### src/rtl/ocmp_flag.sv
module ocmp_flag #(
  parameter int CNT_W = 16
) (
  input  logic             clk,
  input  logic             rst_n,
  input  logic             tick,
  input  logic [CNT_W-1:0] count,
  input  logic             cmp_we,
  input  logic [CNT_W-1:0] cmp_wdata,
  input  logic             flag_we,
  input  logic             flag_wdata,
  input  logic             irq_en,
  input  logic             irq_ack,
  output logic             match,
  output logic             flag,
  output logic             irq
);

  logic [CNT_W-1:0] cmp_q;
  logic [CNT_W-1:0] last_cnt;
  logic             seen;
  logic             hit;
  logic             fresh;
  logic             set_ev;
  logic             clr_ev;

  assign match  = (count == cmp_q);
  assign fresh  = !seen || (count != last_cnt);
  assign set_ev = tick && hit;
  assign clr_ev = irq_ack || (flag_we && flag_wdata);
  assign irq    = flag && irq_en;

  always_ff @(posedge clk or negedge rst_n) begin
    if (!rst_n) begin
      cmp_q <= '0;
    end else if (cmp_we) begin
      cmp_q <= cmp_wdata;
    end
  end

  always_ff @(posedge clk or negedge rst_n) begin
    if (!rst_n) begin
      last_cnt <= '0;
      seen     <= 1'b0;
      hit      <= 1'b0;
    end else if (tick) begin
      last_cnt <= count;
      seen     <= 1'b1;
      hit      <= match && fresh;
    end
  end

  always_ff @(posedge clk or negedge rst_n) begin
    if (!rst_n) begin
      flag <= 1'b0;
    end else if (set_ev) begin
      flag <= 1'b1;
    end else if (clr_ev) begin
      flag <= 1'b0;
    end
  end

endmodule


### config.mk
export PLATFORM = sky130hd
export DESIGN_NAME = ocmp_flag
export DESIGN_NICKNAME = d
export VERILOG_FILES = /design/src/rtl/ocmp_flag.sv
export SDC_FILE = /design/constraint.sdc
export NUM_CORES = 1
export LEC_CHECK = 0
export BUFFER_PORTS_ARGS = -buffer_cell sky130_fd_sc_hd__buf_2
export CORE_UTILIZATION = 30
export CTS_BUF_LIST = sky130_fd_sc_hd__clkbuf_4 sky130_fd_sc_hd__clkbuf_8 sky130_fd_sc_hd__clkbuf_16
export DETAILED_ROUTE_END_ITERATION = 10
export PLACE_DENSITY = 0.56
export SKIP_CTS_REPAIR_TIMING = 1
export SYNTH_ARGS = -nofsm -noshare
export SYNTH_HDL_FRONTEND = slang
export SYNTH_SLANG_ARGS = --single-unit
export TNS_END_PERCENT = 1
### constraint.sdc
create_clock -name clk -period 1.43 [get_ports clk]
set_clock_uncertainty 0.1 [all_clocks]
set_input_delay 0.143 -clock clk [delete_from_list [all_inputs] [get_ports clk]]
set_output_delay 0.143 -clock clk [all_outputs]
set_load 0.01 [all_outputs]
---- Word-level counts from Yosys, hierarchy flattened ----
Cells that the tools add are included.
storage, ports and cells
  bits in registers ....................... 35
  input port bits ......................... 40
  output and inout port bits .............. 3
  word-level logic and storage cells ...... 17
cells by class
  equal/unequal tests ..................... 2
  multiplexer cells ....................... 2
  reductions and logical operators ........ 8
operator list
  kind                  number
  16-bit equality test  1
  16-bit != test        1
  1-bit logical AND     4
  1-bit logical OR      2
  1-bit two-way mux     2
  2-bit nonzero test    1
  1-bit zero test       1

---- Logic depth before layout (Yosys ltp) ----
  depth in word-level cells ............... 4
  mapped depth ............................ 5
  gate-level depth less buffers ........... 5

---- Worst setup path before layout ----
No wires, ideal clock.
  path type ............................... register to register
  start point ............................. reg cmp_q[10]
  end point ............................... reg hit
  setup time .............................. 0.082 ns
  data arrival time ....................... 1.236 ns
  required time ........................... 1.248 ns
  slack ................................... 0.011 ns
  cell stages (with the launch flop) ...... 6
  buffers on the path ..................... 0
  clock period less this slack ............ 1.419 ns
  cells stage by stage .................... dfrtp_1 -> xnor2_1 -> nand4_1 -> nor4_2 -> nand2_1 -> o22ai_1
between the ends
  longest elaborated chain between the ends .. 2
ends and longest elaborated chain
  element                 RTL line  RTL
  start, declared         19        logic [CNT_W-1:0] cmp_q;
  start signal, assigned  37        cmp_q <= cmp_wdata;
  16-bit equality test    27        assign match = (count == cmp_q);
  via match               14        output logic match,
  1-bit logical AND       49        hit <= match && fresh;
  end signal, assigned    49
  end, declared           22        logic hit;
The timed path passes the listed nets, and every way through them passes these cells.
A chain may end at the register's enable or synchronous reset.

---- Worst setup path after layout ----
  start point ............................. reg cmp_q[8]
  end point ............................... out match
between the ends
  longest elaborated chain between the ends .. 1
ends and longest elaborated chain
  element               RTL line
  16-bit equality test  27
  end, declared         14
Every way passes these cells.

==> impl_metrics.py <==
metrics = {
    "die": {
        "die_h_um": 76.2,
        "design.die.area_mm2": 0.00581,
        "pin_count": 43,
        "die_x_um": 76.2,
        "coreArea_mm2": 0.00520,
        "start_util": 0.318,
        "rows": 26,
    },
    "synth": {
        "synth_area_mm2": 0.00165,
        "synth_warnings": 0,
        "avgSynthCellArea_um2": 13.5,
        "synth.net_count": 162,
        "synth.area.top_cells": "dfrtp_1 (53%), mux2_2 (22%), xnor2_1 (15%)",
        "synth_cell_types": 15,
        "syn_inst": 122,
        "synth_top_cell_area_share": 0.530,
        "ys_ff_latch": 35,
        "synth_top_cell_by_area": "dfrtp_1",
        "yosysSeqAreaShare": 0.530,
    },
    "finish": {
        "n_fill_cell": 516,
        "n_antenna_cell": 0,
        "utilization": 0.420,
        "areaGrowthSynthToFinish_pct": 32.3,
        "fin_cells": 253,
        "drive_gt1_frac": 0.464,
        "fin_nets": 224,
    },
    "sta": {
        "hold_viol": 1,
        "fin_ws_ns": -0.371,
        "setup_viol": 2,
        "finalSetupTns_ns": -0.422,
        "slew-limit-headroom": 0.701,
        "drv_slew": 0,
        "hold_ws_ns": -0.00137,
        "max_clock_freq_mhz": 555,
        "rsz0062_at_grt": "true",
        "min_period_over_period": 1.26,
        "worst_pin_slew_ns": 0.449,
        "period_needed_ns": 1.80,
    },
    "setup_path": {
        "reg2reg_setup_slack_ns": -0.05,
        "cp_data_required_time_ns": 1.19,
        "path_depth": 4,
        "endpoint_kind": "output pin",
        "worstSetupStartpointType": "flop",
        "worstPathCellList": "xnor2_1, nand4_1, nor4_4, buf_2",
        "crit_buf_inv": 1,
        "r2r_cells": 5,
        "critPathMaxStageDelay_ns": 0.40,
        "crit_family": "simple AND/OR/NAND/NOR gates",
        "cp_slowest_cell": "dfrtp_1",
        "arrival_ns": 1.56,
        "crit_type": "reg2out",
        "path_max_fanout": 2,
    },
    "clocking": {
        "htree_num_levels": 2,
        "cts_tree": "done",
        "numCtsBuffers": 5,
        "root_buffer": "clkbuf_8",
        "insertion_delay_ns": 0.28,
        "path_clk_slew_ns": 0.07,
        "cts_buffer_depth": 2,
        "clkSinkCount": 35,
    },
    "placement": {
        "gp_congestion": 0.718,
        "place_ws_ns": -0.0817,
        "hpwlAfterDp_um": 2430,
        "dp.cells": 231,
        "port_buffers": 42,
    },
    "outcome": {
        "failed_checks": "negative hold slack, negative setup slack",
        "status": "finished with violations",
    },
    "grt": {
        "grt_max_degree": 36,
        "overflow": 0,
        "grt_usage": 0.126,
        "antenna_found_initial": 0,
        "grt_pass1_vias": 1207,
        "grt_pass1_wl_um": 5640,
    },
    "routing": {
        "drc": 0,
        "firstDrtPassIters": 2,
        "postRouteAntennaNets": 0,
        "routed_wl_um": 3260,
        "wl_per_cell_um": 12.9,
        "m1WireLength_um": 1350,
        "top_layer": "met4",
        "vias": 1118,
        "wl_met2_um": 1700,
        "wl_met3_um": 155,
        "vias_per_cell": 4.42,
        "first_iter_violations": 23,
    },
    "power": {
        "leakage_nw": 0.928,
        "p_per_area_mw_per_mm2": 1000,
        "power_w": 0.00219,
        "vdd_drop_max_mv": 0.405,
    },
    "worst_hold_path": {
        "worstHoldPathCells": 2,
        "hold_class": "in2reg",
    },
    "run": {
        "cap_violations": 0,
    },
}
==> metal layers <==
layer  track usage  up-vias
met3        0.0455        7
met1         0.140      541
li1              -      543
met4        0.0519        0
met5             0        -
met2         0.219       27
==> path summary, 6_finish.rpt <==
path / start / end
setup / recovery: cmp_q[8]$_DFFE_PN0P_ / match
hold / removal: cmp_wdata[11] / cmp_q[11]$_DFFE_PN0P_
setup reg to reg: cmp_q[8]$_DFFE_PN0P_ / hit$_DFFE_PN0P_
hold reg to reg: seen$_DFFE_PN0P_ / seen$_DFFE_PN0P_
max in group asynchronous: rst_n / hit$_DFFE_PN0P_
min in group asynchronous: rst_n / last_cnt[11]$_DFFE_PN0P_
==> power breakdown <==
part	internal, W	switching, W
clock network	0.000343	0.000318
registers	0.00108	0.0000605
logic	0.000238	0.000152
==> flip-flops by register name, summed over array words and instances, names as in the netlist <==
name	flops
cmp_q	16
flag	1
hit	1
last_cnt	16
seen	1
==> per-stage QoR <==
stage	instance area, um^2	hold WS, ns
2_1_floorplan	1650	-0.253
3_3_place_gp	1940	0.0976
3_5_place_dp	1940	0.105
4_1_cts	2010	-0.205
5_1_grt	2190	0.000987
6_report	2190	-0.00137
==> area by class of cell <==
cell class	count	area (um^2)	share of cell area
flip-flops and latches	35	876	0.400
repair buffers	59	375	0.172
inverters	2	7.51	0.00343
well taps	70	87.6	0.0400
clock buffers	6	76.3	0.0349
multi-input cells	81	764	0.350
==> cells in the final DEF (no fill, tap or decap) <==
cell type	instances
dfrtp_1	35
xor2_1	4
a32o_1	1
mux2_2	32
nand4_1	6
buf_4	2
clkbuf_4	1
clkbuf_8	5
buf_2	42
nand2_1	2
inv_1	2
dlygate4sd3_1	15
nor4_1	1
nor4_4	1
nor4_2	1
xnor2_1	28
o22ai_1	1
and2_1	1
or2_2	1
nand3_1	2
==> logic make-up (layout without fill, tap and decap cells) <==
group           Yosys count  count (layout)  share of synthesized area
buf+inv                   6              67                     0.0167
xor+xnor                 32              32                      0.170
mux                      32              32                      0.218
flops                    35              35                      0.530
compound gates            2               2                    0.00984
simple gates             15              15                     0.0560
==> synth_stat cells <==
master   instances
nand3_1          2
dfrtp_1         35
mux2_2          32
nand4_1          6
inv_1            2
a32o_1           1
buf_2            4
nand2_1          2
nor4_1           2
and2_1           1
or2_2            1
o22ai_1          1
nor4_2           1
xor2_1           4
xnor2_1         28
No activity file was read; power rests on OpenSTA's default activity.
